File: src/rtl/bwx_pkg.sv
// Shared definitions for the word block mover: engine states, register
// select codes and control-word bit positions.
// Assumes a 2-bit register select and a 16-bit control register.
package bwx_pkg;

    typedef enum logic [2:0] {
        ST_IDLE,
        ST_RD_REQ,
        ST_RD_DATA,
        ST_SEND,
        ST_RECV,
        ST_WR_REQ
    } eng_state_t;

    localparam logic [1:0] SEL_FIRST = 2'd0;
    localparam logic [1:0] SEL_LAST  = 2'd1;
    localparam logic [1:0] SEL_CTRL  = 2'd2;

    localparam int CB_RUN  = 0;
    localparam int CB_FLAG = 1;
    localparam int CB_IEN  = 2;
    localparam int CB_DIR  = 3;

endpackage

File: src/rtl/bwx_regs.sv
// Software-visible register file for the block mover: first/last byte
// address registers and the control word (run, flag, interrupt enable,
// direction). Completion from the engine wins over a same-cycle write.
// Assumes REG_W >= 4; unused control bits read as zero.
module bwx_regs
    import bwx_pkg::*;
#(
    parameter int REG_W = 16
) (
    input  logic             clk,
    input  logic             rst_n,
    input  logic [1:0]       reg_sel,
    input  logic             reg_we,
    input  logic [REG_W-1:0] reg_wdata,
    output logic [REG_W-1:0] reg_rdata,
    input  logic             done_set,
    output logic [REG_W-1:0] first_addr,
    output logic [REG_W-1:0] last_addr,
    output logic             run_en,
    output logic             dir_out,
    output logic             irq_en,
    output logic             done_flag,
    output logic             irq_o
);

    logic [REG_W-1:0] ctrl_view;

    // Address registers: plain read/write storage.
    always_ff @(posedge clk) begin
        if (!rst_n) begin
            first_addr <= '0;
            last_addr  <= '0;
        end else if (reg_we) begin
            if (reg_sel == SEL_FIRST) first_addr <= reg_wdata;
            if (reg_sel == SEL_LAST)  last_addr  <= reg_wdata;
        end
    end

    // Control bits: software writes, then hardware completion on top.
    always_ff @(posedge clk) begin
        if (!rst_n) begin
            run_en    <= 1'b0;
            done_flag <= 1'b0;
            irq_en    <= 1'b0;
            dir_out   <= 1'b0;
        end else begin
            if (reg_we && reg_sel == SEL_CTRL) begin
                run_en    <= reg_wdata[CB_RUN];
                done_flag <= done_flag & reg_wdata[CB_FLAG];
                irq_en    <= reg_wdata[CB_IEN];
                dir_out   <= reg_wdata[CB_DIR];
            end
            if (done_set) begin
                run_en    <= 1'b0;
                done_flag <= 1'b1;
            end
        end
    end

    // Assemble the control word as software sees it.
    always_comb begin
        ctrl_view          = '0;
        ctrl_view[CB_RUN]  = run_en;
        ctrl_view[CB_FLAG] = done_flag;
        ctrl_view[CB_IEN]  = irq_en;
        ctrl_view[CB_DIR]  = dir_out;
    end

    // Read multiplexer.
    always_comb begin
        case (reg_sel)
            SEL_FIRST: reg_rdata = first_addr;
            SEL_LAST:  reg_rdata = last_addr;
            SEL_CTRL:  reg_rdata = ctrl_view;
            default:   reg_rdata = '0;
        endcase
    end

    // Interrupt gate.
    assign irq_o = irq_en & done_flag;

endmodule

File: src/rtl/bwx_addr_walk.sv
// Word address walker: loads the word counter and window bits from the
// first byte address, latches the last word offset, steps the counter
// within the window and flags the final word.
// Assumes WIN_W < ADDR_W; byte bit 0 of both addresses is ignored.
module bwx_addr_walk #(
    parameter int ADDR_W = 16,
    parameter int WIN_W  = 14
) (
    input  logic              clk,
    input  logic              rst_n,
    input  logic              load,
    input  logic              step,
    input  logic [ADDR_W-1:0] first_addr,
    input  logic [ADDR_W-1:0] last_addr,
    output logic [ADDR_W-2:0] word_addr,
    output logic              at_last
);

    localparam int CNT_W = WIN_W - 1;
    localparam int TOP_W = ADDR_W - WIN_W;

    logic [CNT_W-1:0] cnt_q;
    logic [CNT_W-1:0] stop_q;
    logic             unused_bits;

    assign unused_bits = ^{first_addr[0], last_addr[0], last_addr[ADDR_W-1:WIN_W]};

    // Offset counter and latched stop offset; only the window bits move.
    always_ff @(posedge clk) begin
        if (!rst_n) begin
            cnt_q  <= '0;
            stop_q <= '0;
        end else if (load) begin
            cnt_q  <= first_addr[WIN_W-1:1];
            stop_q <= last_addr[WIN_W-1:1];
        end else if (step) begin
            cnt_q  <= cnt_q + 1'b1;
        end
    end

    generate
        if (TOP_W > 0) begin : g_window
            logic [TOP_W-1:0] top_q;
            // Window bits, frozen for the whole run.
            always_ff @(posedge clk) begin
                if (!rst_n)    top_q <= '0;
                else if (load) top_q <= first_addr[ADDR_W-1:WIN_W];
            end
            assign word_addr = {top_q, cnt_q};
        end else begin : g_flat
            assign word_addr = cnt_q;
        end
    endgenerate

    // Final word reached.
    assign at_last = (cnt_q == stop_q);

endmodule

File: src/rtl/bwx_engine.sv
// Transfer sequencer: one memory access plus one device handshake per
// word, advancing only after both complete. Direction is latched at
// launch; dropping the run bit aborts without reporting completion.
// Assumes memory read data arrives the cycle after an accepted read.
module bwx_engine
    import bwx_pkg::*;
#(
    parameter int DATA_W = 16
) (
    input  logic              clk,
    input  logic              rst_n,
    input  logic              run_en,
    input  logic              dir_out,
    input  logic              at_last,
    output logic              load,
    output logic              step,
    output logic              done_set,
    output logic              busy,
    output logic              mem_req,
    output logic              mem_we,
    output logic [DATA_W-1:0] mem_wdata,
    input  logic              mem_gnt,
    input  logic [DATA_W-1:0] mem_rdata,
    output logic              dev_out_valid,
    input  logic              dev_out_ready,
    output logic [DATA_W-1:0] dev_out_data,
    input  logic              dev_in_valid,
    output logic              dev_in_ready,
    input  logic [DATA_W-1:0] dev_in_data
);

    eng_state_t        st_q, st_d;
    logic              run_dir_q;
    logic [DATA_W-1:0] hold_q;
    logic              word_done;

    // Next-state logic with word completion, launch and abort.
    always_comb begin
        st_d      = st_q;
        load      = 1'b0;
        word_done = 1'b0;
        case (st_q)
            ST_IDLE: if (run_en) begin
                load = 1'b1;
                st_d = dir_out ? ST_RD_REQ : ST_RECV;
            end
            ST_RD_REQ:  if (mem_gnt) st_d = ST_RD_DATA;
            ST_RD_DATA: st_d = ST_SEND;
            ST_SEND:    if (dev_out_ready) word_done = 1'b1;
            ST_RECV:    if (dev_in_valid) st_d = ST_WR_REQ;
            ST_WR_REQ:  if (mem_gnt) word_done = 1'b1;
            default:    st_d = ST_IDLE;
        endcase
        step     = 1'b0;
        done_set = 1'b0;
        if (word_done) begin
            if (at_last) begin
                done_set = 1'b1;
                st_d     = ST_IDLE;
            end else begin
                step = 1'b1;
                st_d = run_dir_q ? ST_RD_REQ : ST_RECV;
            end
        end
        if (st_q != ST_IDLE && !run_en) begin
            st_d     = ST_IDLE;
            step     = 1'b0;
            done_set = 1'b0;
        end
    end

    // State register and direction latched at launch.
    always_ff @(posedge clk) begin
        if (!rst_n) begin
            st_q      <= ST_IDLE;
            run_dir_q <= 1'b0;
        end else begin
            st_q <= st_d;
            if (load) run_dir_q <= dir_out;
        end
    end

    // Word holding register fed by memory or the inbound channel.
    always_ff @(posedge clk) begin
        if (!rst_n)                                hold_q <= '0;
        else if (st_q == ST_RD_DATA)               hold_q <= mem_rdata;
        else if (st_q == ST_RECV && dev_in_valid)  hold_q <= dev_in_data;
    end

    assign busy          = (st_q != ST_IDLE);
    assign mem_req       = (st_q == ST_RD_REQ) || (st_q == ST_WR_REQ);
    assign mem_we        = (st_q == ST_WR_REQ);
    assign mem_wdata     = hold_q;
    assign dev_out_valid = (st_q == ST_SEND);
    assign dev_out_data  = hold_q;
    assign dev_in_ready  = (st_q == ST_RECV);

endmodule

File: src/rtl/bwx_block_mover.sv
// Top of the word block mover: register file, address walker and
// transfer sequencer. Addresses are bytes; memory is addressed by word.
// Assumes ADDR_W-bit registers and a window of 2**WIN_W bytes.
module bwx_block_mover #(
    parameter int ADDR_W = 16,
    parameter int DATA_W = 16,
    parameter int WIN_W  = 14
) (
    input  logic              clk,
    input  logic              rst_n,
    input  logic [1:0]        reg_sel,
    input  logic              reg_we,
    input  logic [ADDR_W-1:0] reg_wdata,
    output logic [ADDR_W-1:0] reg_rdata,
    output logic              irq_o,
    output logic              mem_req,
    output logic              mem_we,
    output logic [ADDR_W-2:0] mem_addr,
    output logic [DATA_W-1:0] mem_wdata,
    input  logic              mem_gnt,
    input  logic [DATA_W-1:0] mem_rdata,
    output logic              dev_out_valid,
    input  logic              dev_out_ready,
    output logic [DATA_W-1:0] dev_out_data,
    input  logic              dev_in_valid,
    output logic              dev_in_ready,
    input  logic [DATA_W-1:0] dev_in_data
);

    logic [ADDR_W-1:0] first_addr;
    logic [ADDR_W-1:0] last_addr;
    logic              ctl_run;
    logic              ctl_dir;
    logic              ctl_ie;
    logic              ctl_done;
    logic              done_set;
    logic              load;
    logic              step;
    logic              at_last;
    logic              busy;

    bwx_regs #(.REG_W(ADDR_W)) u_regs (
        .clk        (clk),
        .rst_n      (rst_n),
        .reg_sel    (reg_sel),
        .reg_we     (reg_we),
        .reg_wdata  (reg_wdata),
        .reg_rdata  (reg_rdata),
        .done_set   (done_set),
        .first_addr (first_addr),
        .last_addr  (last_addr),
        .run_en     (ctl_run),
        .dir_out    (ctl_dir),
        .irq_en     (ctl_ie),
        .done_flag  (ctl_done),
        .irq_o      (irq_o)
    );

    bwx_addr_walk #(.ADDR_W(ADDR_W), .WIN_W(WIN_W)) u_walk (
        .clk        (clk),
        .rst_n      (rst_n),
        .load       (load),
        .step       (step),
        .first_addr (first_addr),
        .last_addr  (last_addr),
        .word_addr  (mem_addr),
        .at_last    (at_last)
    );

    bwx_engine #(.DATA_W(DATA_W)) u_eng (
        .clk           (clk),
        .rst_n         (rst_n),
        .run_en        (ctl_run),
        .dir_out       (ctl_dir),
        .at_last       (at_last),
        .load          (load),
        .step          (step),
        .done_set      (done_set),
        .busy          (busy),
        .mem_req       (mem_req),
        .mem_we        (mem_we),
        .mem_wdata     (mem_wdata),
        .mem_gnt       (mem_gnt),
        .mem_rdata     (mem_rdata),
        .dev_out_valid (dev_out_valid),
        .dev_out_ready (dev_out_ready),
        .dev_out_data  (dev_out_data),
        .dev_in_valid  (dev_in_valid),
        .dev_in_ready  (dev_in_ready),
        .dev_in_data   (dev_in_data)
    );

endmodule

File: config.mk
export PLATFORM = sky130hd
export DESIGN_NAME = bwx_block_mover
export DESIGN_NICKNAME = d
export VERILOG_FILES = /design/src/rtl/bwx_pkg.sv /design/src/rtl/bwx_regs.sv /design/src/rtl/bwx_addr_walk.sv /design/src/rtl/bwx_engine.sv /design/src/rtl/bwx_block_mover.sv
export SDC_FILE = /design/constraint.sdc
export NUM_CORES = 1
export LEC_CHECK = 0
export BUFFER_PORTS_ARGS = -buffer_cell sky130_fd_sc_hd__buf_2
export CAP_MARGIN = 0
export CORE_MARGIN = 2
export CORE_UTILIZATION = 35
export CTS_CLUSTER_DIAMETER = 150
export DETAILED_ROUTE_END_ITERATION = 12
export MAX_ROUTING_LAYER = met4
export SYNTH_ARGS = -nofsm -noshare
export SYNTH_HDL_FRONTEND = slang
export SYNTH_HIERARCHICAL = 1
export SYNTH_SLANG_ARGS = --single-unit
File: constraint.sdc
create_clock -name clk -period 3.3 [get_ports clk]
set_input_delay 0.33 -clock clk [delete_from_list [all_inputs] [get_ports clk]]
set_output_delay 0.33 -clock clk [all_outputs]
set_load 0.005 [all_outputs]
## Yosys cells after proc, flatten, opt, wreduce, memory -nomap -nowiden

Index checks and enable logic that the tools add are counted.

| operators by class | value |
|---|---|
| muxes and demuxes | 26 |
| bitwise logic cells | 3 |
| $add $sub $neg | 1 |
| equal/unequal tests | 12 |
| reduce and logical (&&, ||, !) cells | 17 |

Operators with widths:

| operator | count |
|---|---|
| $pmux 16 s3 | 1 |
| $mux 16 | 2 |
| $mux 13 | 2 |
| $mux 3 | 7 |
| $pmux 3 s5 | 1 |
| $add 13x1->13 const B | 1 |
| $eq 13x13->1 | 1 |
| $mux 1 | 12 |
| $ne 3x2->1 const B | 3 |
| $eq 3x2->1 const B | 2 |
| $eq 3x3->1 const B | 2 |
| $reduce_bool 2->1 | 3 |
| $reduce_or 2->1 | 3 |
| $reduce_and 2->1 | 2 |
| $reduce_and 4->1 | 1 |
| $eq 3x1->1 const B | 1 |
| $logic_and 1x1->1 | 3 |
| $logic_not 3->1 | 1 |
| $reduce_bool 3->1 | 1 |
| $and 1x1->1 | 2 |
| $eq 2x1->1 const B | 1 |
| $eq 2x2->1 const B | 1 |
| $logic_not 2->1 | 1 |
| $ne 2x1->1 const B | 1 |
| other kinds (4) | 4 |

| word-level totals | value |
|---|---|
| output and inout bits | 68 |
| word-level logic and storage cells | 71 |
| register bits | 84 |

## Longest topological paths before layout

Gate-level depths: netlist (run 1).

| depth | value |
|---|---|
| word-level depth | 6 |
| gate-level depth with buffers | 10 |

## Hierarchy

Netlist (run 1), hierarchy kept.

Modules (own cells, without submodules):

| module | sequential area each (um^2) | cells each | area an instance (um^2) | instances |
|---|---|---|---|---|
| bwx_regs | 720.7 | 178 | 1661.6 | 1 |
| bwx_addr_walk | 560.5 | 155 | 1401.3 | 1 |
| bwx_engine | 400.4 | 119 | 1214.9 | 1 |

## Worst setup path after synthesis (run 1)

Ideal clock, no wire load.

| timing | value |
|---|---|
| kind | reg2reg |
| start point | register u_eng.st_q[0] |
| end point | register u_walk.cnt_q[11] |
| stages on the path, launching flop included | 9 |
| arrival time | 2038 ps |
| clock period less this slack | 2153 ps |
| path slack | 1147 ps |
| path buffers | 2 |
| path through | dfxtp_1 buf_2 and4b_1 nor2_1 nor3b_1 buf_4 nand4_2 or4_1 and3_1 |

| between the ends | value |
|---|---|
| word-level cells in the longest chain between the ends | 5 |

RTL lines:

| item | RTL line | RTL |
|---|---|---|
| start, declared | bwx_engine.sv:32 | `eng_state_t st_q, st_d;` |
| start signal, assigned | bwx_engine.sv:78 | `st_q <= st_d;` |
| $eq 3x3->1 / $eq 3x2->1 (equally long branches) | bwx_engine.sv:42 | `case (st_q)` |
| $pmux 1 s2 | bwx_engine.sv:42 |  |
| $mux 1 | bwx_engine.sv:56 | `if (word_done) begin` |
| $mux 1 (*) | bwx_engine.sv:65 | `if (st_q != ST_IDLE && !run_en) begin` |
| net step | bwx_block_mover.sv:38 | `logic step;` |
| $reduce_bool 2->1 (no source line) (*) | -- |  |
| end signal, assigned | bwx_addr_walk.sv:34 | `cnt_q <= first_addr[WIN_W-1:1];` |
| end signal, assigned | bwx_addr_walk.sv:37 | `cnt_q <= cnt_q + 1'b1;` |
| end, declared | bwx_addr_walk.sv:22 | `logic [CNT_W-1:0] cnt_q;` |

The timed path passes the listed nets; every way through them passes the cells marked *.
A chain may end at the register's enable or synchronous reset.

## Final worst setup path (run 1)

| timing | value |
|---|---|
| start point | register u_eng.st_q[1] |
| end point | register u_walk.cnt_q[11] |

The elaborated chain is that of the path after synthesis.

==> results of run 1 <==
how the worst min path moves through the flow:
| stage | from | endpoint | slack [ns] | depth (start not counted) |
|---|---|---|---|---|
| 6_report | reg_wdata[10] | u_regs/last_addr[10] | 0.26 | 3 |
| 2_1_floorplan | u_regs/last_addr[14] | u_regs/last_addr[14] | 0.43 | 2 |
| 3_5_place_dp | u_regs/last_addr[14] | u_regs/last_addr[14] | 0.46 | 2 |
| 3_3_place_gp | u_regs/last_addr[15] | u_regs/last_addr[15] | 0.44 | 2 |
| 4_1_cts | reg_wdata[15] | u_regs/first_addr[15] | 0.25 | 3 |
| 5_1_grt | reg_wdata[15] | u_regs/first_addr[15] | 0.26 | 3 |
per-stage QoR:
step / util [%] / area (µm²) / total power, mW / instances / hold slack (ns)
2_1_floorplan: - / 4270 / 1.20 / 451 / 0.434
3_3_place_gp: 40.1 / 4800 / 1.27 / 675 / 0.443
3_5_place_dp: 40.1 / 4800 / 1.28 / 675 / 0.458
4_1_cts: 42.7 / 5100 / 2.32 / 691 / 0.247
5_1_grt: 42.7 / 5100 / 2.38 / 691 / 0.264
6_report: 42.7 / 5100 / 2.29 / 691 / 0.261
metal layers:
metal | vias up | routed length [µm] | GRT usage, %
met4 | 0 | 56 | 5.93
li1 | 1797 | - | -
met2 | 98 | 5020 | 26.6
met5 | - | 0 | -
met1 | 1700 | 5240 | 21.4
met3 | 6 | 423 | 3.12
final cells by class:
class | instances | area (µm²) | area share (%)
flip-flops and latches | 84 | 1680 | 32.9
clock inverters | 7 | 80.1 | 1.57
repair buffers | 129 | 661 | 12.9
clock buffers | 9 | 225 | 4.41
multi-input cells | 310 | 2250 | 44.2
inverters | 5 | 18.8 | 0.368
well taps | 147 | 184 | 3.60
flip-flops by register name, indices dropped and copies added (netlist names):
name,count
u_eng/dev_out_data,16
u_regs/first_addr,16
u_regs/last_addr,16
u_walk/cnt_q,13
u_walk/stop_q,13
u_eng/st_q,3
u_walk/g_window.top_q,2
u_eng/run_dir_q,1
u_regs/dir_out,1
u_regs/done_flag,1
u_regs/irq_en,1
u_regs/run_en,1
tightest hold or removal path, stage by stage:
cell and delay (ns):
sky130_fd_sc_hd__buf_2 0.09, sky130_fd_sc_hd__nand2_1 0.06, sky130_fd_sc_hd__mux2i_1 0.06
report_power, final:
| group | switching [mW] | leakage, nW | internal, mW |
|---|---|---|---|
| clock network | 0.439 | 0.143 | 0.597 |
| logic | 0.104 | 1.39 | 0.0873 |
| registers | 0.0249 | 0.680 | 1.04 |
| total | 0.568 | 2.22 | 1.72 |
==> parameters.txt, run 1 <==
Parameter                              Value

Run status
  Run status    complete, no violations

Floorplan
  Starting density of the core    between 30% and 40%
  Die Ht    114 µm
  Placement Rows    40
  Die W    roughly 110 µm
  Area enclosed by the die boundary    approximately 0.013 mm²
  Standard cell core area    0.0120 mm²
  Number of top-level pins    around 120

Placed design
  Half-perimeter wire length of the detailed placement result    7740 µm
  Final Wtd Congestion    roughly 0.81
  Buffers added on ports    123
  Post-Place Setup Slack    around 0.76 ns

Detailed routing
  Via-to-Cell Ratio    5.21
  Post-detailed-route wirelength per cell    15.5 µm
  Overall via count from detail_route    3601
  Count of routing violations after the opening detailed-route iteration    164
  Number of antenna-violating nets in the routed design    0
  Post-detailed-route DRC marker count    0
  Total Routed Length    ~11000 µm
  First-pass DRT Iterations    4

Finish
  Most common cell after layout, fill and taps aside    sky130_fd_sc_hd__buf_2
  Area Overhead vs Synth    19.5%
  Number of fill cells in the layout    roughly 1200
  Total number of nets in the final design    approximately 600
  Highest-count cells in the layout ignoring fill and taps    sky130_fd_sc_hd__buf_2 (123), sky130_fd_sc_hd__dfxtp_1 (84), sky130_fd_sc_hd__mux2i_1 (69)
  Diodes inserted    0
  Layout cell share with drive strength beyond 1    28.3%

Setup path
  Setup crit end kind    register
  Buffers & Inverters on Critical Path    1
  CP Launch Point    u_eng/st_q[1]
  Number of gates on the worst path with buffers counted    7
  Worst Setup Path Type    reg -> reg
  Capturing element of the worst setup path    u_walk/cnt_q[11]
  Worst path required time    3.53 ns
  Worst-case reg-to-reg path depth    7
  Worst setup SP type    register
  Startpoint of the most critical register-to-register path    u_eng/st_q[1]
  Setup slack of the worst register-to-register path    0.71 ns
  Critical register-to-register path endpoint    u_walk/cnt_q[11]
  Gate family responsible for the most delay along the worst path    simple AND/OR/NAND/NOR gates
  Worst path arrival time    2.82 ns
  Cell Chain, Critical Path    and4b_1, nor2_1, nor3b_1, buf_4, nand4_2, or4_1, and3_1
  Critical-path maximum fanout    16
  Slowest library cell on the worst path    sky130_fd_sc_hd__dfxtp_1
  Crit-path max cell delay    ~0.63 ns

Power and ir drop
  Worst IR Drop VDD    ~0.22 mV
  Leakage dissipation    approximately 2.2 nW
  Power density cells    449 mW/mm²

CTS
  Cell at the root of the clock tree    sky130_fd_sc_hd__clkbuf_16
  Clock tree from TritonCTS    built
  Hold buffers post-CTS    0
  Clock sink total    84
  Number of setup buffers added after CTS    0
  H-tree depth    3
  Clk pin slew, worst setup/hold paths    0.07 ns
  Post-cts resize count    0
  Clock Latency Late Sink    0.34 ns
  Buffer levels on the longest clock path    2
  Clock buffers created by TritonCTS    9

STA
  Worst slew margin    53.9%
  Final Worst Setup Slack    0.713 ns
  Achievable clock frequency    387 MHz
  Actual transition at the worst max-transition pin    between 0.6 and 0.7 ns
  Setup TNS    0 ns
  Setup repair after global routing missed its margin    no
  Tcrit/Tclk final    78.4%
  Clock period minus final worst setup slack    2.59 ns
  Skew final    0.00882 ns
  Final setup vio count    0
  Max-slew violation count    0
  Hold violation count in the final report    0

Logic synthesis
  Total of warnings raised by yosys    6
  Synthesized net count    508
  Mean instance size in the synthesized netlist    9.47 µm²
  Post-Synthesis Cells    roughly 450
  Mapped Area    ~0.0043 mm²

GRT
  Grt total ovfl    0
  Antenna violations before repair    0
  Pin count of the biggest net entering global routing    42
  Global Route Usage Sum    16.8%
  Global-route wire length before repair    between 15000 and 20000 µm
  Via count of the first global-routing pass    3379

Run
  Maximum Capacitance Violations    0

Hold path
  Type of the most critical hold path    in -> reg
Power figures use the tool's default switching activity.
==> inputs of run 2 (changes only) <==
--- a/config.mk
+++ b/config.mk
@@ -5,6 +5,7 @@
 export SDC_FILE = /design/constraint.sdc
 export NUM_CORES = 1
 export LEC_CHECK = 0
+export ABC_AREA = 1
 export BUFFER_PORTS_ARGS = -buffer_cell sky130_fd_sc_hd__buf_2
 export CAP_MARGIN = 0
 export CORE_MARGIN = 2
==> constraint.sdc (replaced) <==
create_clock -name clk -period 2.2 [get_ports clk]
set_input_delay 0.22 -clock clk [delete_from_list [all_inputs] [get_ports clk]]
set_output_delay 0.22 -clock clk [all_outputs]
set_load 0.005 [all_outputs]
==> parameters.txt, run 2 <==
Parameter                              Value

Run status
  Run status    complete, no violations

Floorplan
  Die W    116 µm (+1.3%)
  Placement Rows    40 (unchanged)
  Die Ht    116 µm (+1.3%)
  Area enclosed by the die boundary    0.0134 mm² (+2.5%)
  Standard cell core area    0.0121 mm² (+1.3%)
  Number of top-level pins    124 (unchanged)
  Starting density of the core    36.2% (+0.49 points)

STA
  Tcrit/Tclk final    88.4% (+10 points)
  Setup repair after global routing missed its margin    no
  Max-slew violation count    0 (unchanged)
  Final setup vio count    0 (unchanged)
  Setup TNS    0 ns (unchanged)
  Achievable clock frequency    514 MHz (+33%)
  Actual transition at the worst max-transition pin    0.414 ns (-0.276 ns)
  Hold violation count in the final report    0 (unchanged)
  Final hold slack    0.130 ns (-0.132 ns)
  Clock period minus final worst setup slack    1.95 ns (-0.641 ns)
  Skew final    0.00791 ns (-0.000911 ns)
  Worst slew margin    72.3% (+18 points)

Finish
  Layout cell share with drive strength beyond 1    29.4% (+1.1 points)
  Diodes inserted    0 (unchanged)
  Number of fill cells in the layout    1287 (+8.8%)
  Layout Utilization    44.3% (+1.6 points)
  Final design area excluding fillers    0.00536 mm² (+5.1%)
  Most common cell after layout, fill and taps aside    sky130_fd_sc_hd__buf_2
  Area occupied by multi-input gates    0.00223 mm² (-1.2%)
  Non-Filler Instances    868 (+26%)
  Total number of nets in the final design    752 (+26%)
  Area Overhead vs Synth    22.3%
  Highest-count cells in the layout ignoring fill and taps    sky130_fd_sc_hd__buf_2 (123), sky130_fd_sc_hd__nor2_1 (101), sky130_fd_sc_hd__nand2_1 (88)
  FF+latch area    0.00168 mm² (+0.15%)

CTS
  Clock buffers created by TritonCTS    9 (unchanged)
  Clock sink total    84 (unchanged)
  Clock Latency Late Sink    0.33 ns (about the same)
  Clock tree from TritonCTS    built
  Cell at the root of the clock tree    sky130_fd_sc_hd__clkbuf_16
  Hold buffers post-CTS    0 (unchanged)
  Buffer levels on the longest clock path    2 (unchanged)
  Number of setup buffers added after CTS    0 (unchanged)
  H-tree depth    3 (unchanged)
  Clk pin slew, worst setup/hold paths    0.07 ns (about the same)

Power and ir drop
  Combinational power share    23.9% (+16 points)
  Portion of total power attributed to sequential cells    40.1% (-6.3 points)
  Internal power contribution    3.14 mW (+82%)
  Clock share of power    36.0% (-9.2 points)
  Switching fraction of total power    31.5% (+6.7 points)
  Worst IR Drop VDD    0.467 mV (+120%)
  Reported net switching power    1.44 mW (+150%)
  Leakage dissipation    2.70 nW (+22%)
  Power density cells    855 mW/mm² (+91%)

GRT
  Antenna violations before repair    0 (unchanged)
  Via count of the first global-routing pass    3995 (+18%)
  Grt total ovfl    0 (unchanged)
  Pin count of the biggest net entering global routing    33 (-21%)
  Global Route Usage Sum    18.2% (+1.4 points)
  Global-route wire length before repair    18900 µm (+12%)

Detailed routing
  Number of antenna-violating nets in the routed design    0 (unchanged)
  Post-detailed-route DRC marker count    0 (unchanged)
  Overall via count from detail_route    4275 (+19%)
  Total Routed Length    12000 µm (+12%)
  Via-to-Cell Ratio    4.93 (-5.5%)
  First-pass DRT Iterations    5 (+1)
  Post-detailed-route wirelength per cell    13.8 µm (-11%)
  Count of routing violations after the opening detailed-route iteration    241 (+47%)

Setup path
  Worst setup SP type    register
  Critical-path maximum fanout    10 (-6)
  Setup crit end kind    register
  Worst path required time    2.46 ns (-1.07 ns)
  Worst Setup Path Type    reg -> reg
  Worst path arrival time    2.21 ns (-0.61 ns)

Placed design
  Number of cells in the design after placement    852 (+26%)
  Final Wtd Congestion    0.871 (+7.9%)
  Half-perimeter wire length of the detailed placement result    8810 µm (+14%)
  Buffers added on ports    123 (unchanged)
  Post-detailed-placement cell area    0.00503 mm² (+4.9%)

Hold path
  Type of the most critical hold path    in -> reg

Logic synthesis
  Mapped Area    0.00438 mm² (+2.6%)
  Mean instance size in the synthesized netlist    7.47 µm² (-21%)
  Synthesized net count    644 (+27%)
  Post-Synthesis Cells    587 (+30%)
  Total of warnings raised by yosys    6 (unchanged)

Run
  Maximum Capacitance Violations    0 (unchanged)
==> run 2: routing by layer <==
metal | vias up | GRT usage (%) | routed length, µm
met5 | - | - | 0
met4 | 0 | 5.71 | 174
met3 | 15 | 2.51 | 692
met2 | 170 | 29.2 | 5620
met1 | 1948 | 23.8 | 5530
li1 | 2142 | - | -
==> run 2: area by class of cell <==
class / count / share of cell area [%]
repair buffers: 143 / 14.3
clock buffers: 9 / 4.20
multi-input cells: 419 / 41.5
inverters: 38 / 2.73
well taps: 168 / 3.92
clock inverters: 7 / 1.91
flip-flops and latches: 84 / 31.4
==> run 2: critical path, cell delays in order, from the launching register on <==
cell                      delay (ns)
sky130_fd_sc_hd__dfxtp_1        0.56
sky130_fd_sc_hd__nand4_1        0.19
sky130_fd_sc_hd__nand2_1        0.15
sky130_fd_sc_hd__inv_1          0.08
sky130_fd_sc_hd__nor3_1         0.31
sky130_fd_sc_hd__nand2_1        0.17
sky130_fd_sc_hd__inv_2          0.18
sky130_fd_sc_hd__nand3_1        0.11
sky130_fd_sc_hd__a21oi_1        0.13
==> run 2: repair_timing <==
item	CTS	global route
endpoints found under the setup margin	0	10
resized for setup	0	2
endpoints found under the hold margin	0	0
==> run 2: final timing paths <==
check / startpoint / to / slack [ns] / cells past startpoint
setup / recovery: u_eng/st_q[1] / u_walk/cnt_q[11] / 0.25 / 8
hold / removal: reg_wdata[9] / u_regs/last_addr[9] / 0.13 / 3
setup reg to reg: u_eng/st_q[1] / u_walk/cnt_q[11] / 0.25 / 8
hold reg to reg: u_eng/run_dir_q / u_eng/run_dir_q / 0.48 / 2
==> run 2: stage by stage <==
step	power, mW	setup WS, ns
after global placement	2.95	0.240
after global routing	4.86	0.0490
final	4.58	0.254
after detailed placement	2.96	0.124
after CTS	4.63	0.120
after floorplan	2.73	0.487
==> run 2: power groups by stage <==
| stage | Clock, mW | Sequential (mW) | Combinational [mW] |
|---|---|---|---|
| 3_5_place_dp | 0 | 1.87 | 1.10 |
| 6_report | 1.65 | 1.84 | 1.09 |
| 3_3_place_gp | 0 | 1.86 | 1.09 |
| 4_1_cts | 1.70 | 1.83 | 1.10 |
| 5_1_grt | 1.77 | 1.86 | 1.23 |
| 2_1_floorplan | 0 | 1.79 | 0.936 |
==> inputs of run 3 (changes only) <==
--- a/config.mk
+++ b/config.mk
@@ -12,7 +12,6 @@
 export CORE_UTILIZATION = 35
 export CTS_CLUSTER_DIAMETER = 150
 export DETAILED_ROUTE_END_ITERATION = 12
-export MAX_ROUTING_LAYER = met4
 export SYNTH_ARGS = -nofsm -noshare
 export SYNTH_HDL_FRONTEND = slang
 export SYNTH_HIERARCHICAL = 1
==> parameters.txt, run 3 (synthesized netlist as in run 2, its figures left out) <==
Parameter                              Value

Finish
  Total number of nets in the final design    752 (unchanged)
  Layout cell share with drive strength beyond 1    29.6% (+0.14 points)
  Number of fill cells in the layout    1244 (-3.3%)
  Most common cell after layout, fill and taps aside    sky130_fd_sc_hd__buf_2
  Layout Utilization    44.3% (about the same)
  Area Overhead vs Synth    22.3% (about the same)
  Highest-count cells in the layout ignoring fill and taps    sky130_fd_sc_hd__buf_2 (123), sky130_fd_sc_hd__nor2_1 (101), sky130_fd_sc_hd__nand2_1 (88)
  Diodes inserted    0 (unchanged)

GRT
  Grt total ovfl    0 (unchanged)
  Global-route wire length before repair    19000 µm (+0.40%)
  Antenna violations before repair    0 (unchanged)
  Global Route Usage Sum    17.8% (-0.35 points)
  Pin count of the biggest net entering global routing    33 (unchanged)
  Via count of the first global-routing pass    3971 (-0.60%)

Detailed routing
  Via-to-Cell Ratio    4.97 (+0.94%)
  Count of routing violations after the opening detailed-route iteration    255 (+5.8%)
  Number of antenna-violating nets in the routed design    0 (unchanged)
  Post-detailed-route DRC marker count    0 (unchanged)
  Total Routed Length    11900 µm (-0.82%)
  Post-detailed-route wirelength per cell    13.7 µm (-0.82%)
  First-pass DRT Iterations    6 (+1)
  Overall via count from detail_route    4315 (+0.94%)

Setup path
  Setup crit end kind    register
  Gate family responsible for the most delay along the worst path    buffers and inverters
  Critical-path maximum fanout    18 (+8)
  Cell Chain, Critical Path    inv_1, nand2_1, nor2_2, nand2_1, inv_1, inv_2, nand2_1, inv_2, nand3_1, a21oi_1
  Worst Setup Path Type    reg -> reg
  Slowest library cell on the worst path    sky130_fd_sc_hd__dfxtp_2
  Cell type with the highest occurrence count on the critical path    sky130_fd_sc_hd__nand2_1
  Worst path required time    2.46 ns (about the same)
  Buffers & Inverters on Critical Path    4 (+2)
  Worst setup SP type    register
  Crit-path max cell delay    0.50 ns (-0.06 ns)
  Worst path arrival time    2.10 ns (-0.11 ns)

Power and ir drop
  Worst IR Drop VDD    0.406 mV (-13%)
  Leakage dissipation    2.70 nW (about the same)
  Power density cells    854 mW/mm² (about the same)

STA
  Setup repair after global routing missed its margin    no
  Worst slew margin    71.5% (-0.79 points)
  Skew final    0.00515 ns (-0.00276 ns)
  Final setup vio count    0 (unchanged)
  Final Worst Setup Slack    0.365 ns (+0.111 ns)
  Tcrit/Tclk final    83.4% (-5.0 points)
  Max-slew violation count    0 (unchanged)
  Actual transition at the worst max-transition pin    0.426 ns (+0.0119 ns)
  Setup TNS    0 ns (unchanged)
  Hold violation count in the final report    0 (unchanged)
  Achievable clock frequency    545 MHz (+6.0%)
  Clock period minus final worst setup slack    1.83 ns (-0.111 ns)

Floorplan
  Area enclosed by the die boundary    0.0134 mm² (unchanged)
  Die W    116 µm (unchanged)
  Number of top-level pins    124 (unchanged)
  Standard cell core area    0.0121 mm² (unchanged)
  Starting density of the core    36.2% (unchanged)
  Placement Rows    40 (unchanged)
  Die Ht    116 µm (unchanged)

Placed design
  Buffers added on ports    123 (unchanged)
  Final Wtd Congestion    0.863 (-0.98%)
  Half-perimeter wire length of the detailed placement result    8740 µm (-0.85%)
  Post-Place Setup Slack    0.121 ns (-0.00361 ns)

CTS
  Number of setup buffers added after CTS    0 (unchanged)
  H-tree depth    3 (unchanged)
  Post-cts resize count    0 (unchanged)
  Buffer levels on the longest clock path    2 (unchanged)
  Cell at the root of the clock tree    sky130_fd_sc_hd__clkbuf_16
  Clock buffers created by TritonCTS    9 (unchanged)
  Clock sink total    84 (unchanged)
  Hold buffers post-CTS    0 (unchanged)
  Clk pin slew, worst setup/hold paths    0.06 ns (about the same)
  Clock Latency Late Sink    0.34 ns (about the same)
  Clock tree from TritonCTS    built

Run status
  Run status    complete, no violations

Run
  Maximum Capacitance Violations    0 (unchanged)

Hold path
  Type of the most critical hold path    in -> reg
==> run 3: layout make-up <==
cell class | instances | area (µm²) | area share, %
Inverter | 38 | 146 | 2.73
Sequential cell | 84 | 1680 | 31.4
Timing Repair Buffer | 143 | 766 | 14.3
Clock inverter | 7 | 98.8 | 1.84
Clock buffer | 9 | 225 | 4.20
Multi-Input combinational cell | 419 | 2230 | 41.6
Tap cell | 168 | 210 | 3.92
==> run 3: worst register-to-register path, cell delays in order (launching register included) <==
cell,delay [ns]
sky130_fd_sc_hd__dfxtp_2,0.50
sky130_fd_sc_hd__inv_1,0.08
sky130_fd_sc_hd__nand2_1,0.08
sky130_fd_sc_hd__nor2_2,0.05
sky130_fd_sc_hd__nand2_1,0.10
sky130_fd_sc_hd__inv_1,0.08
sky130_fd_sc_hd__inv_2,0.24
sky130_fd_sc_hd__nand2_1,0.16
sky130_fd_sc_hd__inv_2,0.20
sky130_fd_sc_hd__nand3_1,0.11
sky130_fd_sc_hd__a21oi_1,0.15
==> run 3: worst paths after layout <==
kind	start	end	slack, ns	cells past startpoint
hold reg to reg	u_eng/run_dir_q	u_eng/run_dir_q	0.47	2
setup / recovery	u_eng/st_q[0]	u_walk/cnt_q[11]	0.37	10
hold / removal	reg_wdata[12]	u_regs/last_addr[12]	0.12	3
setup reg to reg	u_eng/st_q[0]	u_walk/cnt_q[11]	0.37	10
==> run 3: layer usage <==
| metal | global-route usage [%] | wire length (µm) | vias up |
|---|---|---|---|
| met5 | 0 | 0 | - |
| met2 | 28.7 | 5490 | 156 |
| met4 | 5.87 | 203 | 0 |
| met1 | 23.7 | 5430 | 1986 |
| met3 | 4.18 | 791 | 17 |
| li1 | - | - | 2156 |
==> run 3: report_power, final <==
group | switching, mW | total [mW] | internal, mW
registers | 0.163 | 1.84 | 1.67
logic | 0.644 | 1.10 | 0.457
clock network | 0.640 | 1.64 | 1.00
==> run 3: metrics by stage <==
stage	std cells	cell area, µm²	hold WS, ns	power (mW)
after detailed placement	852	5030	0.470	2.97
final	868	5360	0.118	4.58
after floorplan	587	4380	0.344	2.73
after global placement	852	5030	0.461	2.95
after CTS	868	5360	0.106	4.63
after global routing	868	5360	0.121	4.86
